$ cat src/rtl/mc_dp_pkg.sv
// Package: shared widths and control encodings of the multicycle datapath.
// Assumes a fixed 32-bit instruction format with 5-bit register fields.
package mc_dp_pkg;
    localparam int XLEN    = 32;
    localparam int REG_AW  = 5;
    localparam int NREGS   = 1 << REG_AW;
    localparam int IMM_W   = 16;
    localparam int FUNCT_W = 6;
    localparam int JIDX_W  = 26;
    localparam int PCHI_W  = XLEN - JIDX_W - 2;

    typedef enum logic [0:0] {SRCA_PC = 1'b0, SRCA_REG = 1'b1} src_a_e;
    typedef enum logic [1:0] {SRCB_REG, SRCB_FOUR, SRCB_IMM, SRCB_IMM_X4} src_b_e;
    typedef enum logic [1:0] {ALU_ADD, ALU_SUB, ALU_FUNCT, ALU_ADD_ALT} alu_sel_e;
    typedef enum logic [1:0] {MEM_IDLE, MEM_FETCH, MEM_LOAD, MEM_STORE} mem_op_e;
    typedef enum logic [1:0] {REG_IDLE, REG_READ, REG_WR_ALU, REG_WR_MDR} reg_op_e;
    typedef enum logic [1:0] {PC_HOLD, PC_ALU, PC_BRANCH, PC_JUMP} pc_op_e;

    localparam logic [FUNCT_W-1:0] FN_ADD = 6'h20;
    localparam logic [FUNCT_W-1:0] FN_SUB = 6'h22;
    localparam logic [FUNCT_W-1:0] FN_AND = 6'h24;
    localparam logic [FUNCT_W-1:0] FN_OR  = 6'h25;
    localparam logic [FUNCT_W-1:0] FN_SLT = 6'h2A;
endpackage

$ cat src/rtl/mc_regfile.sv
// Register file: NREGS words, two combinational read ports, one write port
// taking effect at the clock edge. Entry 0 is a constant zero.
// Assumes the caller never needs a read-during-write bypass.
module mc_regfile
    import mc_dp_pkg::*;
#(
    parameter int AW = REG_AW,
    parameter int W  = XLEN
) (
    input  logic          clk,
    input  logic          rst_n,
    input  logic [AW-1:0] raddr_a,
    input  logic [AW-1:0] raddr_b,
    output logic [W-1:0]  rdata_a,
    output logic [W-1:0]  rdata_b,
    input  logic          we,
    input  logic [AW-1:0] waddr,
    input  logic [W-1:0]  wdata
);
    localparam int N = 1 << AW;

    logic [W-1:0] regs [N];

    for (genvar i = 0; i < N; i++) begin : g_reg
        if (i == 0) begin : g_zero
            // Purpose: entry 0 is tied to zero and never written.
            always_ff @(posedge clk) begin
                regs[i] <= '0;
            end
        end else begin : g_word
            // Purpose: clear on reset, load on an addressed write.
            always_ff @(posedge clk) begin
                if (!rst_n) begin
                    regs[i] <= '0;
                end else if (we && waddr == AW'(i)) begin
                    regs[i] <= wdata;
                end
            end
        end
    end

    assign rdata_a = regs[raddr_a];
    assign rdata_b = regs[raddr_b];

    AST_RF_READBACK: assert property (@(posedge clk) disable iff (!rst_n)
        (we && waddr != '0) |=> (raddr_a != $past(waddr)) || (rdata_a == $past(wdata)));
    AST_RF_ZERO_REG: assert property (@(posedge clk) disable iff (!rst_n)
        (we && waddr == '0) |=> (raddr_b != '0) || (rdata_b == '0));
endmodule

$ cat src/rtl/mc_operand_sel.sv
// Operand selection: sign-extends the immediate, forms its word-shifted copy
// and picks both ALU operands. Purely combinational.
module mc_operand_sel
    import mc_dp_pkg::*;
(
    input  logic [XLEN-1:0]  pc,
    input  logic [XLEN-1:0]  a_val,
    input  logic [XLEN-1:0]  b_val,
    input  logic [IMM_W-1:0] imm,
    input  src_a_e           src_a,
    input  src_b_e           src_b,
    output logic [XLEN-1:0]  op_a,
    output logic [XLEN-1:0]  op_b
);
    logic [XLEN-1:0] imm_sx;
    logic [XLEN-1:0] imm_x4;

    assign imm_sx = {{(XLEN-IMM_W){imm[IMM_W-1]}}, imm};
    assign imm_x4 = {imm_sx[XLEN-3:0], 2'b00};

    // Purpose: first operand is the PC or the A latch.
    always_comb begin
        op_a = (src_a == SRCA_PC) ? pc : a_val;
    end

    // Purpose: second operand is B, four, the immediate or the word offset.
    always_comb begin
        unique case (src_b)
            SRCB_REG:    op_b = b_val;
            SRCB_FOUR:   op_b = XLEN'(4);
            SRCB_IMM:    op_b = imm_sx;
            default:     op_b = imm_x4;
        endcase
    end
endmodule

$ cat src/rtl/mc_alu.sv
// ALU: add, subtract, or an operation decoded from the function field.
// Unknown function codes add. Combinational; zero flag on the result.
module mc_alu
    import mc_dp_pkg::*;
(
    input  logic [XLEN-1:0]    op_a,
    input  logic [XLEN-1:0]    op_b,
    input  alu_sel_e           sel,
    input  logic [FUNCT_W-1:0] funct,
    output logic [XLEN-1:0]    y,
    output logic               zero
);
    logic [XLEN-1:0] sum;
    logic [XLEN-1:0] diff;
    logic            lt_signed;

    assign sum       = op_a + op_b;
    assign diff      = op_a - op_b;
    assign lt_signed = $signed(op_a) < $signed(op_b);

    // Purpose: choose the result by mode and, in function mode, by funct.
    always_comb begin
        y = sum;
        if (sel == ALU_SUB) begin
            y = diff;
        end else if (sel == ALU_FUNCT) begin
            case (funct)
                FN_SUB:  y = diff;
                FN_AND:  y = op_a & op_b;
                FN_OR:   y = op_a | op_b;
                FN_SLT:  y = XLEN'(lt_signed);
                default: y = sum;
            endcase
        end
    end

    assign zero = (y == '0);
endmodule

$ cat src/rtl/mc_datapath.sv
// Multicycle datapath top: PC, instruction, operand, ALU-result and memory
// data latches around one ALU and one memory port. Control codes come from an
// external sequencer each cycle; memory read data is valid in the same cycle.
module mc_datapath
    import mc_dp_pkg::*;
#(
    parameter logic [XLEN-1:0] RESET_PC = '0
) (
    input  logic        clk,
    input  logic        rst_n,
    input  logic        ctl_src_a,
    input  logic [1:0]  ctl_src_b,
    input  logic [1:0]  ctl_alu_op,
    input  logic [1:0]  ctl_mem,
    input  logic [1:0]  ctl_reg,
    input  logic [1:0]  ctl_pc,
    output logic [31:0] mem_addr,
    input  logic [31:0] mem_rdata,
    output logic [31:0] mem_wdata,
    output logic        mem_re,
    output logic        mem_we,
    output logic [31:0] instr,
    output logic        alu_zero
);
    src_a_e   src_a;
    src_b_e   src_b;
    alu_sel_e alu_sel;
    mem_op_e  mem_op;
    reg_op_e  reg_op;
    pc_op_e   pc_op;

    assign src_a   = src_a_e'(ctl_src_a);
    assign src_b   = src_b_e'(ctl_src_b);
    assign alu_sel = alu_sel_e'(ctl_alu_op);
    assign mem_op  = mem_op_e'(ctl_mem);
    assign reg_op  = reg_op_e'(ctl_reg);
    assign pc_op   = pc_op_e'(ctl_pc);

    logic [XLEN-1:0]   pc_q, ir_q, a_q, b_q, alu_out_q, mdr_q;
    logic [XLEN-1:0]   rf_a, rf_b, op_a, op_b, alu_y, jump_tgt;
    logic              alu_z;
    logic              rf_we;
    logic [REG_AW-1:0] rf_waddr;
    logic [XLEN-1:0]   rf_wdata;

    assign rf_we    = (reg_op == REG_WR_ALU) || (reg_op == REG_WR_MDR);
    assign rf_waddr = (reg_op == REG_WR_ALU) ? ir_q[15:11] : ir_q[20:16];
    assign rf_wdata = (reg_op == REG_WR_ALU) ? alu_out_q : mdr_q;

    mc_regfile #(.AW(REG_AW), .W(XLEN)) u_rf (
        .clk     (clk),
        .rst_n   (rst_n),
        .raddr_a (ir_q[25:21]),
        .raddr_b (ir_q[20:16]),
        .rdata_a (rf_a),
        .rdata_b (rf_b),
        .we      (rf_we),
        .waddr   (rf_waddr),
        .wdata   (rf_wdata)
    );

    mc_operand_sel u_opsel (
        .pc    (pc_q),
        .a_val (a_q),
        .b_val (b_q),
        .imm   (ir_q[IMM_W-1:0]),
        .src_a (src_a),
        .src_b (src_b),
        .op_a  (op_a),
        .op_b  (op_b)
    );

    mc_alu u_alu (
        .op_a  (op_a),
        .op_b  (op_b),
        .sel   (alu_sel),
        .funct (ir_q[FUNCT_W-1:0]),
        .y     (alu_y),
        .zero  (alu_z)
    );

    assign jump_tgt = {pc_q[XLEN-1 -: PCHI_W], ir_q[JIDX_W-1:0], 2'b00};

    // Purpose: program counter update by the controller's PC code.
    always_ff @(posedge clk) begin
        if (!rst_n) begin
            pc_q <= RESET_PC;
        end else begin
            case (pc_op)
                PC_ALU:    pc_q <= alu_y;
                PC_BRANCH: if (alu_z) pc_q <= alu_out_q;
                PC_JUMP:   pc_q <= jump_tgt;
                default:   pc_q <= pc_q;
            endcase
        end
    end

    // Purpose: instruction and memory-data latches capture the read port.
    always_ff @(posedge clk) begin
        if (!rst_n) begin
            ir_q  <= '0;
            mdr_q <= '0;
        end else begin
            if (mem_op == MEM_FETCH) ir_q  <= mem_rdata;
            if (mem_op == MEM_LOAD)  mdr_q <= mem_rdata;
        end
    end

    // Purpose: operand latches load from the register file on a read step.
    always_ff @(posedge clk) begin
        if (!rst_n) begin
            a_q <= '0;
            b_q <= '0;
        end else if (reg_op == REG_READ) begin
            a_q <= rf_a;
            b_q <= rf_b;
        end
    end

    // Purpose: ALU result latch follows the ALU every cycle.
    always_ff @(posedge clk) begin
        if (!rst_n) alu_out_q <= '0;
        else        alu_out_q <= alu_y;
    end

    assign mem_addr  = (mem_op == MEM_FETCH) ? pc_q : alu_out_q;
    assign mem_re    = (mem_op == MEM_FETCH) || (mem_op == MEM_LOAD);
    assign mem_we    = (mem_op == MEM_STORE);
    assign mem_wdata = b_q;
    assign instr     = ir_q;
    assign alu_zero  = alu_z;

    AST_PC_FOLLOWS_ALU: assert property (@(posedge clk) disable iff (!rst_n)
        (pc_op == PC_ALU) |=> (pc_q == $past(alu_y)));
    AST_PC_HOLDS: assert property (@(posedge clk) disable iff (!rst_n)
        (pc_op == PC_HOLD) |=> $stable(pc_q));
    AST_BRANCH_NOT_TAKEN: assert property (@(posedge clk) disable iff (!rst_n)
        (pc_op == PC_BRANCH && !alu_z) |=> $stable(pc_q));
    AST_BRANCH_TAKEN: assert property (@(posedge clk) disable iff (!rst_n)
        (pc_op == PC_BRANCH && alu_z) |=> (pc_q == $past(alu_out_q)));
    AST_IR_ONLY_ON_FETCH: assert property (@(posedge clk) disable iff (!rst_n)
        (mem_op != MEM_FETCH) |=> $stable(ir_q));
    AST_SUB_CONSISTENT: assert property (@(posedge clk) disable iff (!rst_n)
        (alu_sel == ALU_SUB) |-> ((alu_y + op_b) == op_a));
    AST_AB_HOLD: assert property (@(posedge clk) disable iff (!rst_n)
        (reg_op != REG_READ) |=> ($stable(a_q) && $stable(b_q)));
endmodule

$ cat config.mk
export PLATFORM = sky130hd
export DESIGN_NAME = mc_datapath
export DESIGN_NICKNAME = d
export VERILOG_FILES = /design/src/rtl/mc_dp_pkg.sv /design/src/rtl/mc_regfile.sv /design/src/rtl/mc_operand_sel.sv /design/src/rtl/mc_alu.sv /design/src/rtl/mc_datapath.sv
export SDC_FILE = /design/constraint.sdc
export NUM_CORES = 2
export LEC_CHECK = 0
export BUFFER_PORTS_ARGS = -buffer_cell sky130_fd_sc_hd__buf_4
export CORE_MARGIN = 1.5
export CORE_UTILIZATION = 45
export CTS_CLUSTER_SIZE = 28
export DETAILED_ROUTE_END_ITERATION = 12
export PLACE_DENSITY = 0.6
export RECOVER_POWER = 25
export SLEW_MARGIN = 20
export SYNTH_ARGS = -nofsm -noshare
export SYNTH_HDL_FRONTEND = slang
export SYNTH_HIERARCHICAL = 1
export SYNTH_SLANG_ARGS = --single-unit
$ cat constraint.sdc
create_clock -name clk -period 5.3 [get_ports clk]
set_clock_uncertainty 0.15 [all_clocks]
set_input_delay 0.265 -clock clk [delete_from_list [all_inputs] [get_ports clk]]
set_output_delay 0.265 -clock clk [all_outputs]
set_load 0.005 [all_outputs]
==> flow_summary.json <==
{
  "path_clk_slew_ns": 0.06,
  "ys_ff_latch": 1184,
  "status": "finished with violations",
  "dp_hpwl_mm": 157,
  "synth_top_cell_area_share_pct": 44.0,
  "yosysMostFrequentCell": "and2_1",
  "ant_nets": 0,
  "grt_max_degree": 138,
  "r2r_slack_ns": -0.15,
  "whs_endpoint": "pc_q[29]",
  "cts-htree-levels": 4,
  "power_density_nw_per_um2": 298,
  "arrival_ns": 5.20,
  "yosysSeqAreaShare_pct": 49.7,
  "clock-sinks": 1184,
  "synth_area_um2": 67700,
  "pin_count": 144,
  "critPathCaptureType": "output port",
  "wl_mm": 245,
  "leakage_nw": 28.6,
  "grt_pass1_vias": 48877,
  "synth_edf_count": 992,
  "tightest_slew_ns": 3.17,
  "multi_input_area_um2": 32200,
  "timing.final.ws_setup_ns": -0.312,
  "core_um2": 150000,
  "synth_common_cells": "1061 x and2_1, 992 x edfxtp_1, 384 x mux4_2",
  "layout_min_cycle_time_ns": 5.61,
  "drive_gt1_share_pct": 26.3,
  "ir_worst_vdd_mv": 0.282,
  "setup_viol": 33,
  "nets": 5985,
  "hold_class": "in2reg",
  "numPortBuffers": 143,
  "synth_top_cells_by_area": "edfxtp_1 44%, mux4_2 13%, and2_1 9.8%",
  "ys.warnings.count": 6,
  "final_area_um2": 78800,
  "r2r-start": "mem_wdata[2]",
  "cts_buffer_depth": 3,
  "slew_viol_final": 550,
  "avgRoutedWirePerCell_um": 30.8,
  "via_per_inst": 6.18,
  "final.setup.tns_ns": -2.58,
  "holdPathStages": 5,
  "final-seq-area_um2": 33600,
  "rsz0062_at_grt": "true",
  "fp-row-count": 142,
  "root_buffer": "clkbuf_16",
  "yosys.cell_types.count": 87,
  "placed_area_um2": 73800,
  "numCtsBuffers": 130,
  "min_period_over_period_pct": 106,
  "async_reset_ff_share_pct": 0,
  "place_congestion": 0.950,
  "syn_area_per_cell_um2": 12.3,
  "grt_usage_pct": 31.7,
  "cts_tree": "yes",
  "maxCapViolCount": 12,
  "critPathMaxFanout": 5,
  "hold_path_startpoint": "ctl_pc[1]",
  "drt_iter0_drc": 5311,
  "p_total_mw": 23.5,
  "first_pass_iters": 6,
  "ys.flop_type": "edfxtp_1",
  "grt_pass1_wl_mm": 349,
  "critPathRequiredTime_ns": 4.89,
  "antenna_found_initial": 6,
  "worstSetupStartpointType": "flip-flop",
  "fp.dieH_um": 391,
  "die_area_um2": 153000,
  "max_slew_margin_pct": -112,
  "clock_latency_ns": 0.77,
  "rr_worst_depth": 23,
  "route.detailed.drc": 0,
  "vias": 49138,
  "initial_core_util_pct": 45.3,
  "crit_type": "reg2out",
  "failed_checks": "max-capacitance violations, max-slew violations, negative setup slack",
  "nFillCells": 12775,
  "fmax_mhz": 178,
  "die_w_um": 391,
  "rr_endpoint": "pc_q[26]",
  "area_delta_synth_final_pct": 16.4,
  "hold_viol": 0,
  "syn-num-nets": 5653,
  "grt-ovfl-total": 0,
  "yosys.area.top_type": "edfxtp_1",
  "syn-instance-count": 5504
}
## through the flow
stage / utilization (%) / hold slack (ns) / setup WS [ns] / std cells
5_1_grt: 52.7 / 0.0870 / -0.474 / 7950
3_5_place_dp: 49.3 / 0.302 / -0.731 / 7664
2_1_floorplan: - / 0.242 / 0.123 / 5504
6_report: 52.7 / 0.0714 / -0.312 / 7954
4_1_cts: 52.7 / 0.0338 / -0.385 / 7946
3_3_place_gp: 49.3 / 0.304 / -0.648 / 7664
## power by group
| group | internal [mW] | switching, mW |
|---|---|---|
| registers | 10.4 | 0.269 |
| clock network | 5.18 | 3.71 |
| logic | 1.63 | 2.23 |
| total | 17.2 | 6.21 |
## logic make-up after synthesis
| group | count (synthesis) | synth area share, % |
|---|---|---|
| compound gates | 962 | 9.93 |
| fa+ha+maj | 104 | 1.94 |
| mux | 818 | 19.5 |
| xor+xnor | 18 | 0.233 |
| simple gates | 1754 | 14.5 |
| flops | 1184 | 49.7 |
| buf+inv | 664 | 4.26 |
## layer usage
layer	routed length, um	GRT usage, %
met2	118000	52.5
met4	8990	11.7
met5	26	0
met1	97300	41.6
met3	20800	5.75
## layout make-up
cell class / count / share of cell area (%)
antenna: 6 / 0.0190
clock buffer: 173 / 4.56
clock inverter: 55 / 0.635
inverter: 127 / 0.616
multi-input combinational: 3656 / 40.9
sequential: 1184 / 42.7
tap: 2016 / 3.20
timing repair buffer: 737 / 7.42
## what timing repair did
action,4_1_cts,5_1_grt
setup buffers,13,8
cloned,6,1
endpoints found under the hold margin,126,0
resized for setup,83,51
pin swaps,39,26
endpoints found under the setup margin,33,33
hold buffers,36,0
## how the worst max path moves through the flow
stage	startpoint	end	slack, ns
finish	mem_wdata[2]	alu_zero	-0.31
global route	instr[8]	alu_zero	-0.47
CTS	mem_wdata[2]	alu_zero	-0.39
detailed placement	ctl_src_b[1]	pc_q[5]	-0.73
global placement	ctl_src_b[1]	pc_q[5]	-0.65
floorplan	ctl_src_a	pc_q[12]	0.12
## critical path, cell delays in order, from the launching register on
cell	delay, ns
dfxtp_2	0.32
mux2_4	0.26
o22a_1	0.25
inv_2	0.11
ha_4	0.22
nand2b_4	0.14
a2111o_2	0.54
a311oi_2	0.25
buf_4	0.18
nor3_4	0.05
o31a_1	0.34
o21ai_4	0.21
nor3b_2	0.18
nor3_1	0.06
a311o_1	0.35
or4_4	0.56
nor4_4	0.16
buf_4	0.17
buf_6	0.09
## cell usage in the layout (no fill, tap or decap), types with 30 or more instances in the layout
cell type      instances
edfxtp_1             992
nand2_1              296
clkbuf_16            138
mux2i_1              268
a22o_1               194
mux2_1                30
nor2_1               139
o22ai_1               68
buf_4                609
and2_1              1057
a22oi_1               30
o21ai_1               77
clkbuf_1              68
o31ai_1               80
a21oi_1              175
inv_1                122
ha_1                  96
o21ai_4               32
mux2_2               133
a211oi_1              75
nand3_1               37
mux4_2               384
dlygate4sd3_1         36
dfxtp_1              185
o21ai_0               52
and3_1                37
## state kept, by name (all words and copies together) (netlist names)
| register | flops |
|---|---|
| pc_q | 32 |
| mem_wdata | 32 |
| instr | 32 |
| u_rf/regs | 992 |
| a_q | 32 |
| mdr_q | 32 |
| alu_out_q | 32 |
(Power assumes the default switching activity.)
